[src/rtl/sio_pkg.sv]
package sio_pkg;
  // Half period of the serial clock, in system clocks
  function automatic int unsigned half_period(int unsigned div);
    return (div < 4) ? 1 : div / 2;
  endfunction

  // Counter width that can hold values 0..n-1 (at least 1 bit)
  function automatic int unsigned cnt_width(int unsigned n);
    return (n <= 2) ? 1 : $clog2(n);
  endfunction

  // Append a sampled bit at the least significant end (MSB-first order)
  function automatic logic [7:0] shift_in(logic [7:0] r, logic b);
    return {r[6:0], b};
  endfunction
endpackage

[src/rtl/sio_sync.sv]
module sio_sync #(
  parameter int N = 3
) (
  input  logic         clk,
  input  logic         rst_n,
  input  logic [N-1:0] async_in,
  output logic [N-1:0] level,
  output logic [N-1:0] rise,
  output logic [N-1:0] fall
);
  logic [N-1:0] s1, s2, s3;

  always_ff @(posedge clk or negedge rst_n) begin
    if (!rst_n) begin
      s1 <= '1;
      s2 <= '1;
      s3 <= '1;
    end else begin
      s1 <= async_in;
      s2 <= s1;
      s3 <= s2;
    end
  end

  assign level = s2;
  assign rise  = s2 & ~s3;
  assign fall  = ~s2 & s3;
endmodule

[src/rtl/sio_clkgen.sv]
module sio_clkgen #(
  parameter int CLK_DIV = 16
) (
  input  logic clk,
  input  logic rst_n,
  input  logic run,
  output logic sck,
  output logic rise_evt,
  output logic fall_evt
);
  localparam int HALF = sio_pkg::half_period(CLK_DIV);
  localparam int CW   = sio_pkg::cnt_width(HALF);

  logic [CW-1:0] cnt;
  logic          tick;

  assign tick     = run && (cnt == CW'(HALF - 1));
  assign fall_evt = tick && sck;
  assign rise_evt = tick && !sck;

  always_ff @(posedge clk or negedge rst_n) begin
    if (!rst_n) begin
      cnt <= '0;
      sck <= 1'b1;
    end else if (!run) begin
      cnt <= '0;
      sck <= 1'b1;
    end else if (tick) begin
      cnt <= '0;
      sck <= ~sck;
    end else begin
      cnt <= cnt + 1'b1;
    end
  end
endmodule

[src/rtl/sio_slots.sv]
module sio_slots #(
  parameter int W     = 8,
  parameter int DEPTH = 8,
  localparam int PW   = sio_pkg::cnt_width(DEPTH)
) (
  input  logic          clk,
  input  logic          rst_n,
  input  logic          host_we,
  input  logic [PW-1:0] host_waddr,
  input  logic [W-1:0]  host_wdata,
  input  logic [PW-1:0] host_raddr,
  output logic [W-1:0]  host_rdata,
  input  logic          eng_we,
  input  logic [PW-1:0] eng_addr,
  input  logic [W-1:0]  eng_wdata,
  output logic [W-1:0]  eng_rdata
);
  logic [W-1:0] mem [DEPTH];

  always_ff @(posedge clk or negedge rst_n) begin
    if (!rst_n) begin
      for (int i = 0; i < DEPTH; i++) mem[i] <= '0;
    end else if (eng_we) begin
      mem[eng_addr] <= eng_wdata;
    end else if (host_we) begin
      mem[host_waddr] <= host_wdata;
    end
  end

  assign host_rdata = mem[host_raddr];
  assign eng_rdata  = mem[eng_addr];
endmodule

[src/rtl/sio_autoxfer.sv]
module sio_autoxfer #(
  parameter int W       = 8,
  parameter int DEPTH   = 8,
  parameter int CLK_DIV = 16,
  localparam int PW     = sio_pkg::cnt_width(DEPTH),
  localparam int BW     = sio_pkg::cnt_width(W)
) (
  input  logic          clk,
  input  logic          rst_n,
  input  logic          host_we,
  input  logic [PW-1:0] host_waddr,
  input  logic [W-1:0]  host_wdata,
  input  logic [PW-1:0] host_raddr,
  output logic [W-1:0]  host_rdata,
  input  logic [PW-1:0] xfer_len_m1,
  input  logic          start,
  input  logic          master,
  input  logic          cs_mode,
  input  logic          sck_in,
  input  logic          si,
  input  logic          cs_n,
  output logic          sck_out,
  output logic          sck_oe,
  output logic          so,
  output logic          so_oe,
  output logic          busy,
  output logic          done,
  output logic          abort_err
);
  // Synchronized pins: bit 2 = sck_in, bit 1 = cs_n, bit 0 = si
  logic [2:0] sy_lvl, sy_rise, sy_fall;
  sio_sync #(.N(3)) u_sync (
    .clk(clk), .rst_n(rst_n), .async_in({sck_in, cs_n, si}),
    .level(sy_lvl), .rise(sy_rise), .fall(sy_fall)
  );

  logic cs_sel, enabled;
  assign cs_sel  = !sy_lvl[1];
  assign enabled = !cs_mode || cs_sel;

  logic m_rise, m_fall;
  sio_clkgen #(.CLK_DIV(CLK_DIV)) u_clk (
    .clk(clk), .rst_n(rst_n), .run(busy && master && enabled),
    .sck(sck_out), .rise_evt(m_rise), .fall_evt(m_fall)
  );

  // Named internal events
  logic rise_e, fall_e, abort_e, byte_end, si_bit;
  assign rise_e   = enabled && (master ? m_rise : sy_rise[2]);
  assign fall_e   = enabled && (master ? m_fall : sy_fall[2]);
  assign si_bit   = master ? si : sy_lvl[0];

  logic [PW-1:0] ptr, len_q;
  logic [BW-1:0] bit_cnt;
  logic [W-1:0]  txreg, rxreg, eng_rdata;

  assign abort_e  = busy && cs_mode && sy_rise[1] && (bit_cnt != '0);
  assign byte_end = busy && rise_e && !abort_e && (bit_cnt == BW'(W - 1));

  sio_slots #(.W(W), .DEPTH(DEPTH)) u_slots (
    .clk(clk), .rst_n(rst_n),
    .host_we(host_we && !busy), .host_waddr(host_waddr), .host_wdata(host_wdata),
    .host_raddr(host_raddr), .host_rdata(host_rdata),
    .eng_we(byte_end), .eng_addr(busy ? ptr : '0),
    .eng_wdata(sio_pkg::shift_in(rxreg, si_bit)), .eng_rdata(eng_rdata)
  );

  always_ff @(posedge clk or negedge rst_n) begin
    if (!rst_n) begin
      busy      <= 1'b0;
      done      <= 1'b0;
      abort_err <= 1'b0;
      ptr       <= '0;
      len_q     <= '0;
      bit_cnt   <= '0;
      txreg     <= '0;
      rxreg     <= '0;
    end else if (!busy) begin
      if (start) begin
        busy      <= 1'b1;
        done      <= 1'b0;
        abort_err <= 1'b0;
        ptr       <= '0;
        len_q     <= xfer_len_m1;
        bit_cnt   <= '0;
        txreg     <= eng_rdata;
      end
    end else if (abort_e) begin
      busy      <= 1'b0;
      abort_err <= 1'b1;
      bit_cnt   <= '0;
    end else if (fall_e) begin
      txreg <= (bit_cnt == '0) ? eng_rdata : {txreg[W-2:0], 1'b0};
    end else if (rise_e) begin
      rxreg <= sio_pkg::shift_in(rxreg, si_bit);
      if (byte_end) begin
        bit_cnt <= '0;
        ptr     <= ptr + 1'b1;
        if (ptr == len_q) begin
          busy <= 1'b0;
          done <= 1'b1;
        end
      end else begin
        bit_cnt <= bit_cnt + 1'b1;
      end
    end
  end

  assign so     = txreg[W-1];
  assign so_oe  = enabled;
  assign sck_oe = master && enabled;
endmodule

[config.mk]
export PLATFORM = sky130hd
export DESIGN_NAME = sio_autoxfer
export DESIGN_NICKNAME = d
export VERILOG_FILES = /design/src/rtl/sio_pkg.sv /design/src/rtl/sio_sync.sv /design/src/rtl/sio_clkgen.sv /design/src/rtl/sio_slots.sv /design/src/rtl/sio_autoxfer.sv
export SDC_FILE = /design/constraint.sdc
export NUM_CORES = 1
export LEC_CHECK = 0
export BUFFER_PORTS_ARGS = -buffer_cell sky130_fd_sc_hd__buf_2
export CORE_ASPECT_RATIO = 2
export CORE_UTILIZATION = 60
export CTS_CLUSTER_DIAMETER = 50
export CTS_CLUSTER_SIZE = 24
export DETAILED_ROUTE_END_ITERATION = 6
export PLACE_DENSITY = 0.79
export SYNTH_ARGS = -nofsm -noshare
export SYNTH_HDL_FRONTEND = slang
export SYNTH_SLANG_ARGS = --single-unit
[constraint.sdc]
create_clock -name clk -period 6.1 [get_ports clk]
set_clock_uncertainty 0.05 [all_clocks]
set_input_delay 0.61 -clock clk [delete_from_list [all_inputs] [get_ports clk]]
set_output_delay 0.61 -clock clk [all_outputs]
set_load 0.1 [all_outputs]
== Yosys cells after proc, flatten, opt, wreduce, memory -nomap -nowiden ==
Index checks and enable logic that the tools add are counted.

* Flip-flop bits (word level): 104
* Output and inout bits: 15

* Bitwise operators: 11
* Mux-type cells: 54
* Add/sub/neg operators: 3
* Equal/unequal tests: 13
* Reduce and logical (&&, ||, !) cells: 34
* Order comparisons: 5

{| class="wikitable"
|+ Operators by type and width
! operator !! number
|-
| $bwmux W64 || 2
|-
| $mux W64 || 2
|-
| $mux W8 || 11
|-
| $bmux W8 S3 || 2
|-
| $demux W8 S3 || 2
|-
| $mux W3 || 14
|-
| $mux W1 || 21
|-
| $logic_and A1 B1 Y1 || 17
|-
| $ge A4 B4 Y1 const B || 3
|-
| $not A3 Y4 || 3
|-
| $ne A2 B1 Y1 const B || 5
|-
| $add A3 B1 Y3 const B || 3
|-
| $lt A4 B1 Y1 const B || 2
|-
| $and A3 B3 Y3 || 2
|-
| $eq A3 B3 Y1 const B || 2
|-
| $ne A2 B2 Y1 const B || 3
|-
| $not A3 Y3 || 2
|-
| $reduce_and A3 Y1 || 2
|-
| $reduce_and A6 Y1 || 1
|-
| $logic_not A1 Y1 || 5
|-
| $reduce_and A5 Y1 || 1
|-
| $not A1 Y1 || 4
|-
| $reduce_and A2 Y1 || 2
|-
| $reduce_and A4 Y1 || 1
|-
| 7 further kinds || 8
|}

== Longest topological paths before layout ==
Gate-level depths: netlist (run 1).

* Depth after elaboration: 15
* Mapped depth: 7
* Gate-level depth less buffers: 6

== Hierarchy ==
A second synthesis (run 1) with hierarchy kept.

* Cells, all modules: 579
* Area total of the unflattened synthesis: 6486.2 µm²

{| class="wikitable"
|+ Modules (own cells, without submodules)
! module !! times used !! seq. area each (µm²) !! cells an instance !! area each (µm²)
|-
| sio_slots || 1 || 1601.5 || 425 || 4529.3
|-
| sio_autoxfer || 1 || 675.6 || 125 || 1490.2
|-
| sio_sync || 1 || 236.5 || 15 || 289.0
|-
| sio_clkgen || 1 || 101.3 || 14 || 177.7
|}

== Worst setup path before layout (run 1) ==
No wires, ideal clock.

* Kind: input port to output port
* Start: input port cs_mode
* End: output port sck_oe
* Buffers on the path: 1
* Arrival time: 2.369 ns
* Path slack: 3.071 ns
* Stages: 4
* Cells stage by stage: and2_1 > buf_4 > inv_1 > and2_1

* Word-level cells in the longest chain between the ends: 3

{| class="wikitable"
|+ RTL lines
! element !! line !! source
|-
| from (decl) || sio_autoxfer.sv:18 || <nowiki>input logic cs_mode,</nowiki>
|-
| $logic_not A1 Y1 || sio_autoxfer.sv:39 || <nowiki>assign enabled = !cs_mode || cs_sel;</nowiki>
|-
| $logic_or A1 B1 Y1 || sio_autoxfer.sv:39 ||
|-
| net so_oe || sio_autoxfer.sv:25 || <nowiki>output logic so_oe,</nowiki>
|-
| $logic_and A1 B1 Y1 || sio_autoxfer.sv:111 || <nowiki>assign sck_oe = master && enabled;</nowiki>
|-
| to (decl) || sio_autoxfer.sv:23 || <nowiki>output logic sck_oe,</nowiki>
|}

The timed path passes the listed nets, and every way through them passes these cells.

== Final worst setup path (run 1) ==
* Start: input port host_raddr[0]
* End: output port host_rdata[2]

* Word-level cells in the longest chain between the ends: 4

{| class="wikitable"
|+ RTL lines
! element !! line !! source
|-
| from (decl) || sio_autoxfer.sv:13 || <nowiki>input logic [PW-1:0] host_raddr,</nowiki>
|-
| $not A3 Y4 (not written as such) || sio_slots.sv:30 || <nowiki>assign host_rdata = mem[host_raddr];</nowiki>
|-
| $bmux W8 S3 || sio_slots.sv:30 ||
|-
| $mux W8 (not written as such) (2 in series) || sio_slots.sv:30 ||
|-
| to (decl) || sio_autoxfer.sv:14 || <nowiki>output logic [W-1:0] host_rdata,</nowiki>
|}

Every way passes these cells. The select of a mux whose other input is x is not followed.

==> results.toml, run 1 <==
[clock_network]
cts_tree = "done"
cts_inserted_buffers = 9
clk_pin_slew_ps = 80
ctsHoldBuffers = 0
clk_latency_ps = 350
clock_sinks = 103
post_cts_buffers = 0
cts_root_buf = "clkbuf_16"
cts_resized = 0
cts.htree.levels = 3
clock_path_buffers = 2

[synth]
synth_cell_types = 79
syn-num-nets = 578
yosysWarnings = 0
synth_seq_cells = 103
syn_area_per_cell_sq_um = 11.3
synth-edff-count = 0
synthTopCellsByArea = "dfrtp_1, mux4_2, a221o_1"
yosys.area.top_type_share_pct = 38.1
synth_top_cell_by_area = "dfrtp_1"
ys_async_sr_fraction_pct = 100
ys.flop_type = "dfrtp_1"
synth.most_common_cell = "dfrtp_1"
ys_seq_area_share_pct = 41.9
synth_cells = 546
synth.cell_area_sq_um = 6170
synth_common_cells = "dfrtp_1, a221o_1, and2_1"

[floorplanning]
coreArea_sq_um = 10100
io_pins = 41
dieArea_sq_um = 10700
rows = 52
initial_utilization_pct = 61.2
die_y_microns = 145
die_w_microns = 73.7

[detailed_routing]
drt_first_iter_violations = 522
drt-total-wl_microns = 19400
via_per_inst = 7.52
drtPass1Iterations = 7
vias = 5275
drc = 1
wl_per_cell_microns = 27.7
ant_nets = 0

[setup_path]
critPathBufInv = 2
start_kind = "primary input"
path_common_cell = "buf_2"
cp_max_fo = 16
critical_path.top_delay_family = "multiplexers"
r2r-end = "u_slots.mem[30]"
rr_startpoint = "u_clk.cnt[0]"
crit_slowest_cell = "mux4_2"
end_kind = "primary output"
arrival_ps = 2230
crit_type = "in -> out"
crit_required_ps = 5440
reg2reg_depth = 6
slowest_delay_ps = 580
regToRegSetupSlack_ps = 3280
path_cells = "buf_2 -> mux4_2 -> mux2_2 -> buf_2"

[finish]
nets = 593
regArea_sq_um = 2590
area_growth_pct = 8.41
final_layout_size_suffix_gt1_share_pct = 22.3
antennaDiodeCount = 0
multi_input_area_sq_um = 3350
final_util_pct = 66.4
design_area_sq_um = 6690
final_cells = 701
fillCellCount = 767

[placement]
dp_hpwl_microns = 14000
place_ws_ps = 3180
place_congestion = 0.995
dpl_cell_area_sq_um = 6390
io_buffers = 40
dp.cells = 685

[sta]
report.final.slew_viol_count = 0
tightest_slew_ps = 1130
fin_crit_sh_pct = 47.4
slew_headroom_pct = 24.6
clock.fmax_mhz = 346
setup_violations = 0
setup_slack_ps = 3210
hold_viol = 0
setup_tns_ps = 0
rsz0062_at_grt = "false"
period_needed_ps = 2890

[pwr]
ir_worst_vdd_mv = 0.463
powerDensity_nw_per_um2 = 469
leakagePower_uw = 0.00292

[hold_path]
hp-class = "in -> async"

[global_route]
track_usage_pct = 38.6
grt_pass1_vias = 5354
grt_pass1_wl_microns = 30000
grt_antenna_before_repair = 0
grt_start_max_net_pins = 72
grt_overflow_total = 0

[flow_run]
cap_violations = 0

[outcome]
status = "complete, but fails checks"
violations = "design-rule violations"
## routing by layer
metal	part of all wire [%]	global-route usage [%]
met1	33	44.8
met2	50	61.8
met3	7.9	7.48
met4	8.4	28.1
met5	0	0
## final cells by class
type,instances,area share (%)
clock buffers,9,3.37
clock inverters,7,1.08
inverters,9,0.505
multi-input cells,391,50.0
flip-flops and latches,103,38.7
well taps,135,2.52
repair buffers,47,3.81
## placed cells by master, fill, tap and decap left out, types with 5 or more instances in the layout
master	Yosys	routed
o41ai_1	7	7
a21o_1	18	18
buf_4	3	8
and2_1	26	26
o21ai_0	8	8
o2bb2ai_1	6	6
dfstp_2	9	9
mux4_2	17	17
nand2_1	20	20
nand2b_1	8	8
a221o_1	32	32
a21oi_1	5	5
clkbuf_16	0	9
and3_1	16	16
mux2_2	14	14
inv_1	8	8
buf_2	18	39
nor2b_1	7	7
mux2_1	7	7
nand3_1	20	20
nor2_1	13	13
nor3_1	11	11
ha_1	6	6
a2bb2oi_1	8	8
a22oi_1	11	11
a22o_1	16	16
mux2i_1	18	18
o22ai_1	16	16
dfrtp_1	94	94
## worst max-delay path by stage
stage                  start       endpoint  slack [ps]  depth (start not counted)
2_1_floorplan        cs_mode         sck_oe        3070                          4
3_3_place_gp   host_raddr[0]  host_rdata[1]        3240                          4
3_5_place_dp   host_raddr[0]  host_rdata[2]        3180                          4
4_1_cts        host_raddr[0]  host_rdata[2]        3180                          4
5_1_grt        host_raddr[0]  host_rdata[2]        3110                          4
6_report       host_raddr[0]  host_rdata[2]        3210                          4
## flip-flops by register name, indices dropped and copies added, names as in the netlist, 2 cells and up
name / count
bit_cnt: 3
len_q: 3
ptr: 3
rxreg: 7
txreg: 8
u_clk.cnt: 3
u_slots.mem: 64
u_sync.level: 3
u_sync.s1: 3
u_sync.s3: 2
## through the flow
step	hold slack [ps]	total power [uW]
finish	141	3140
floorplan	264	2130
global placement	297	2460
global route	180	3250
detailed placement	302	2510
CTS	158	3100
## logic make-up after synthesis
family | Yosys count | synth area share (%)
flops | 103 | 41.9
xor+xnor | 3 | 0.426
buf+inv | 52 | 3.83
compound gates | 171 | 23.9
fa+ha+maj | 6 | 1.22
mux | 56 | 13.0
simple gates | 155 | 15.7
## report_power, final
part	internal (uW)	total, uW	switching, uW
Clock	319	591	272
Combinational	495	1280	782
Sequential	947	1270	322
Total	1760	3140	1380
No activity file was read; power rests on OpenSTA's default activity.
==> run 2, diff against run 1 <==
--- a/config.mk
+++ b/config.mk
@@ -5,13 +5,14 @@
 export SDC_FILE = /design/constraint.sdc
 export NUM_CORES = 1
 export LEC_CHECK = 0
+export ABC_AREA = 1
 export BUFFER_PORTS_ARGS = -buffer_cell sky130_fd_sc_hd__buf_2
 export CORE_ASPECT_RATIO = 2
-export CORE_UTILIZATION = 60
+export CORE_UTILIZATION = 56
 export CTS_CLUSTER_DIAMETER = 50
 export CTS_CLUSTER_SIZE = 24
 export DETAILED_ROUTE_END_ITERATION = 6
-export PLACE_DENSITY = 0.79
+export PLACE_DENSITY = 0.77
 export SYNTH_ARGS = -nofsm -noshare
 export SYNTH_HDL_FRONTEND = slang
 export SYNTH_SLANG_ARGS = --single-unit
==> constraint.sdc (replaced) <==
create_clock -name clk -period 2.5 [get_ports clk]
set_clock_uncertainty 0.05 [all_clocks]
set_input_delay 0.25 -clock clk [delete_from_list [all_inputs] [get_ports clk]]
set_output_delay 0.25 -clock clk [all_outputs]
set_load 0.1 [all_outputs]
==> run 2 against run 1 <==
Compared with the run above: the flow now finishes without violations; non-clock buffer count rose by 23; via count rose by 33%; cell area rose by 13%; worst setup slack got worse by 2900 ps; sequential cell count did not move; total power rose by 110%; core utilization fell by 1.5 points; combinational power rose by 110%; first-iteration DRC count rose by 46%; critical path depth rose by 7.
==> results.toml, run 2 <==
[outcome]
status = "finished, final reports clean"

[synth]
synth_cells = 990
synth.most_common_cell = "nand2_1"
synth_top_cell_by_area = "dfrtp_1"
ys_async_sr_fraction_pct = 100
yosys.area.top_type_share_pct = 35.3
synth_common_cells = "nand2_1, nand3_1, dfrtp_1"
synth_seq_cells = 103
syn-num-nets = 1022
ys.flop_type = "dfrtp_1"
synth_cell_types = 32
synthTopCellsByArea = "dfrtp_1, nand2_1, nand3_1"
ys_seq_area_share_pct = 38.9
yosysWarnings = 0
synth.cell_area_sq_um = 6660
synth-edff-count = 0
syn_area_per_cell_sq_um = 6.72

[finish]
final_layout_size_suffix_gt1_share_pct = 14.5
largest_reg_flops = 64
antennaDiodeCount = 0
final_cells = 1166
fillCellCount = 1097
mostFrequentLayoutCell = "nand2_1"
regArea_sq_um = 2590
registers.top_by_ff_count = "u_slots.mem"
area_growth_pct = 13.3
final_cell_mix = "nand2_1, nand3_1, dfrtp_1"
multi_input_area_sq_um = 3580
nets = 1048
top_regs = "u_slots.mem x64, txreg x8, rxreg x7"

[pwr]
powerDensity_nw_per_um2 = 874
leakagePower_uw = 0.00388
ir_worst_vdd_mv = 0.633

[sta]
slew_headroom_pct = 60.7
setup_violations = 0
setup_tns_ps = 0
hold_viol = 0
holdWs_ps = 43.7
period_needed_ps = 2190
report.final.slew_viol_count = 0
rsz0062_at_grt = "false"
fin_crit_sh_pct = 87.5
clock.fmax_mhz = 457
tightest_slew_ps = 589

[clock_network]
cts.htree.levels = 3
cts_tree = "done"
clk_latency_ps = 360
clock_path_buffers = 2
cts_resized = 0
clock_sinks = 103
cts_root_buf = "clkbuf_16"
cts_inserted_buffers = 9
clk_pin_slew_ps = 80

[flow_run]
cap_violations = 0

[placement]
place_congestion = 1.03
dp.cells = 1146
dp_hpwl_microns = 16300
io_buffers = 40

[setup_path]
crit_slowest_cell = "dfrtp_1"
crit_type = "reg -> reg"
arrival_ps = 2430
rr_startpoint = "busy"
path_common_cell = "nand2_2"
r2r-end = "u_slots.mem[27]"
end_kind = "flip-flop"
slowest_delay_ps = 570
regToRegSetupSlack_ps = 310
path_cells = "nand2_1 -> inv_2 -> nand4_1 -> nand2_2 -> nand2_2 -> nor2_4 -> buf_12 -> nand2_2 -> nand2_2 -> nand2_1 -> nand2_1"
crit_required_ps = 2750
start_kind = "flip-flop"
cp_max_fo = 77
reg2reg_depth = 11

[detailed_routing]
drc = 0
vias = 7019
wl_per_cell_microns = 19.6
ant_nets = 0
drt-total-wl_microns = 22800
via_per_inst = 6.02
drt_first_iter_violations = 763
drtPass1Iterations = 5

[global_route]
grt_antenna_before_repair = 0
track_usage_pct = 38.9
grt_pass1_vias = 6676
grt_pass1_wl_microns = 35500
grt_start_max_net_pins = 104
grt_overflow_total = 0

[floorplanning]
dieArea_sq_um = 12400
io_pins = 41
coreArea_sq_um = 11600
initial_utilization_pct = 57.2
die_w_microns = 79.1
die_y_microns = 156
rows = 56

[hold_path]
hp-start = "xfer_len_m1[0]"
whs_path_depth = 3
hp-class = "in -> reg"
whs_endpoint = "len_q[0]"
==> run 2: kinds of logic (layout without fill, tap and decap cells) <==
family	count (synthesis)	after routing	synth area share, %
xor+xnor	2	2	0.263
buf+inv	128	159	8.10
simple gates	608	608	40.4
compound gates	143	143	11.2
flops	103	103	38.9
fa+ha+maj	6	6	1.13
==> run 2: routing by layer <==
metal / wire, microns / track usage (%) / up-vias
met1: 7840 / 42.4 / 3186
met2: 11000 / 64.2 / 410
li1: - / - / 3294
met4: 2210 / 32.4 / 0
met5: 0 / 0 / -
met3: 1810 / 6.84 / 129
==> run 2: layout make-up <==
class | count | share of cell area [%]
Clock inverter | 7 | 1.13
Tap cell | 145 | 2.41
Inverter | 73 | 3.63
Timing Repair Buffer | 70 | 8.07
Multi-Input combinational cell | 759 | 47.4
Sequential cell | 103 | 34.3
Clock buffer | 9 | 2.99
==> run 2: power breakdown <==
part	internal, uW	leakage [uW]	switching (uW)	total [uW]
registers	2000	0.00136	485	2480
clock network	716	0.000146	751	1470
logic	807	0.00237	1840	2640
total	3520	0.00388	3070	6590
==> run 2: critical path, delay by kind of cell, from the launching register on <==
kind	cells	cell delay, ps
AND/OR/NAND/NOR	9	1090
flip-flops	1	570
buffers and inverters	2	380
==> run 2: how the worst max path moves through the flow <==
| stage | start | to | slack [ps] | cells after the start |
|---|---|---|---|---|
| after global placement | busy | u_slots.mem[53] | 430 | 11 |
| final | busy | u_slots.mem[27] | 310 | 11 |
| after detailed placement | u_clk.cnt[0] | u_slots.mem[55] | 380 | 11 |
| after CTS | busy | u_slots.mem[27] | 350 | 11 |
| after global routing | busy | u_slots.mem[27] | 150 | 8 |
| after floorplan | u_sync.level[1] | sck_oe | 8 | 3 |
==> run 2: through the flow <==
| stage | cell area (sq um) | setup WS, ps | util (%) | total power [uW] |
|---|---|---|---|---|
| after floorplan | 6710 | 7.91 | - | 4110 |
| after global placement | 7190 | 430 | 61.8 | 5020 |
| after detailed placement | 7190 | 378 | 61.8 | 5060 |
| after CTS | 7540 | 351 | 64.8 | 6520 |
| after global routing | 7540 | 152 | 64.8 | 6930 |
| final | 7540 | 314 | 64.8 | 6590 |
==> run 2: timing repair <==
item / in CTS / in global routing
buffers inserted: 0 / 0
endpoints found under the hold margin: 97 / 0
hold buffers: 4 / 0
==> run 3, diff against run 2 <==
--- a/config.mk
+++ b/config.mk
@@ -8,6 +8,7 @@
 export ABC_AREA = 1
 export BUFFER_PORTS_ARGS = -buffer_cell sky130_fd_sc_hd__buf_2
 export CORE_ASPECT_RATIO = 2
+export CORE_MARGIN = 5
 export CORE_UTILIZATION = 56
 export CTS_CLUSTER_DIAMETER = 50
 export CTS_CLUSTER_SIZE = 24
==> run 3 against run 2 <==
Compared with the run above: the flow now finishes with violations (design-rule violations); hold slack improved by 12 ps; first-iteration DRC count rose by 23%; sequential cell count unchanged; worst setup slack got worse by 150 ps; via count grew 0.41%; global-route usage is 4.6 points lower; core utilization fell by 0.90 points; critical path type unchanged; largest power group unchanged.
==> results.toml, run 3 (synthesis results as in run 2) <==
[outcome]
status = "complete, but fails checks"
violations = "design-rule violations"

[global_route]
track_usage_pct = 34.2
grt_pass1_wl_microns = 36700
grt_start_max_net_pins = 78
grt_antenna_before_repair = 0
grt_pass1_vias = 6811
grt_overflow_total = 0

[placement]
dp.cells = 1143
dp_hpwl_microns = 16500
io_buffers = 40
place_congestion = 1.05

[hold_path]
hp-class = "in -> reg"
whs_path_depth = 3

[finish]
area_growth_pct = 12.4
registers.top_by_ff_count = "u_slots.mem"
final_cell_mix = "nand2_1, nand3_1, dfrtp_1"
mostFrequentLayoutCell = "nand2_1"
top_regs = "u_slots.mem x64, txreg x8, rxreg x7"
largest_reg_flops = 64
fillCellCount = 1101
nets = 1045
final_cells = 1163
antennaDiodeCount = 0
final_layout_size_suffix_gt1_share_pct = 14.2

[setup_path]
cp_max_fo = 12
regToRegSetupSlack_ps = 170
end_kind = "flip-flop"
reg2reg_depth = 8
arrival_ps = 2570
crit_required_ps = 2740
crit_type = "reg -> reg"
start_kind = "flip-flop"

[sta]
fin_crit_sh_pct = 93.3
period_needed_ps = 2330
tightest_slew_ps = 602
report.final.slew_viol_count = 0
rsz0062_at_grt = "false"
slew_headroom_pct = 59.9
clock.fmax_mhz = 429
hold_viol = 0
setup_violations = 0
setup_tns_ps = 0

[detailed_routing]
drc = 1
vias = 7048
drt-total-wl_microns = 23100
via_per_inst = 6.06
drtPass1Iterations = 7
ant_nets = 0
wl_per_cell_microns = 19.8
drt_first_iter_violations = 941

[floorplanning]
die_w_microns = 87.1
io_pins = 41
rows = 56
initial_utilization_pct = 56.9
coreArea_sq_um = 11700
dieArea_sq_um = 14300
die_y_microns = 164

[pwr]
ir_worst_vdd_mv = 0.782
powerDensity_nw_per_um2 = 874
leakagePower_uw = 0.00385

[flow_run]
cap_violations = 0

[clock_network]
clock_path_buffers = 2
cts.htree.levels = 3
cts_inserted_buffers = 9
clk_pin_slew_ps = 70
cts_resized = 0
cts_root_buf = "clkbuf_16"
post_cts_buffers = 0
clk_latency_ps = 350
cts_tree = "done"
clock_sinks = 103
run 3: changes by cell type in the layout (fill, tap and decap cells not counted):
| cell | previous run | this run |
|---|---|---|
| buf_12 | 12 | 10 |
| clkinv_8 | 3 | 1 |
| buf_4 | 23 | 22 |
| inv_6 | 1 | 2 |
| inv_8 | 1 | 2 |
run 3: what timing repair did:
action,4_1_cts,5_1_grt
endpoints found under the hold margin,41,0
setup endpoints to repair,0,0
hold buffers,4,0
run 3: final timing paths:
check                                from              end
setup / recovery                     busy  u_slots.mem[15]
hold / removal             xfer_len_m1[0]         len_q[0]
setup reg to reg                     busy  u_slots.mem[15]
hold reg to reg              u_sync.s1[1]  u_sync.level[1]
max in group asynchronous           rst_n     u_sync.s1[1]
min in group asynchronous           rst_n     u_clk.cnt[2]
run 3: where the power goes:
group / internal [uW] / switching, uW
Combinational: 779 / 1840
Clock: 708 / 713
Sequential: 2000 / 497
Total: 3480 / 3050
run 3: routing by layer:
layer / track usage, % / vias up / share of wire, %
li1: - / 3296 / -
met1: 38.6 / 3231 / 35
met2: 55.1 / 377 / 48
met3: 5.82 / 144 / 7.7
met4: 28.4 / 0 / 10
met5: 0 / - / 0
run 3: stage by stage:
step                      instance area [sq um]  hold WS (ps)  power, uW  setup WS, ps  util [%]
after floorplan                            6710         -95.6       4110          7.91         -
after global placement                     7140           217       5010           271      61.0
after detailed placement                   7140           224       5060           249      61.0
after CTS                                  7480          53.7       6490           230      63.9
after global routing                       7480          68.4       6890          60.5      63.9
final                                      7480          55.5       6540           167      63.9
run 3: area by class of cell:
class / count / area [sq um] / area share [%]
Timing Repair Buffer: 67 / 561 / 7.49
Clock buffer: 9 / 225 / 3.01
Sequential cell: 103 / 2590 / 34.6
Inverter: 73 / 274 / 3.66
Clock inverter: 7 / 72.6 / 0.970
Multi-Input combinational cell: 759 / 3580 / 47.8
Tap cell: 145 / 181 / 2.43
run 3: critical path: stages, from the launching register on:
cell and delay, ps:
dfrtp_1 600, nand2_1 280, nor2_1 230, inv_1 130
nor2_1 400, nand2_2 260, nand2_1 190, nand2_1 80
nand2_1 50
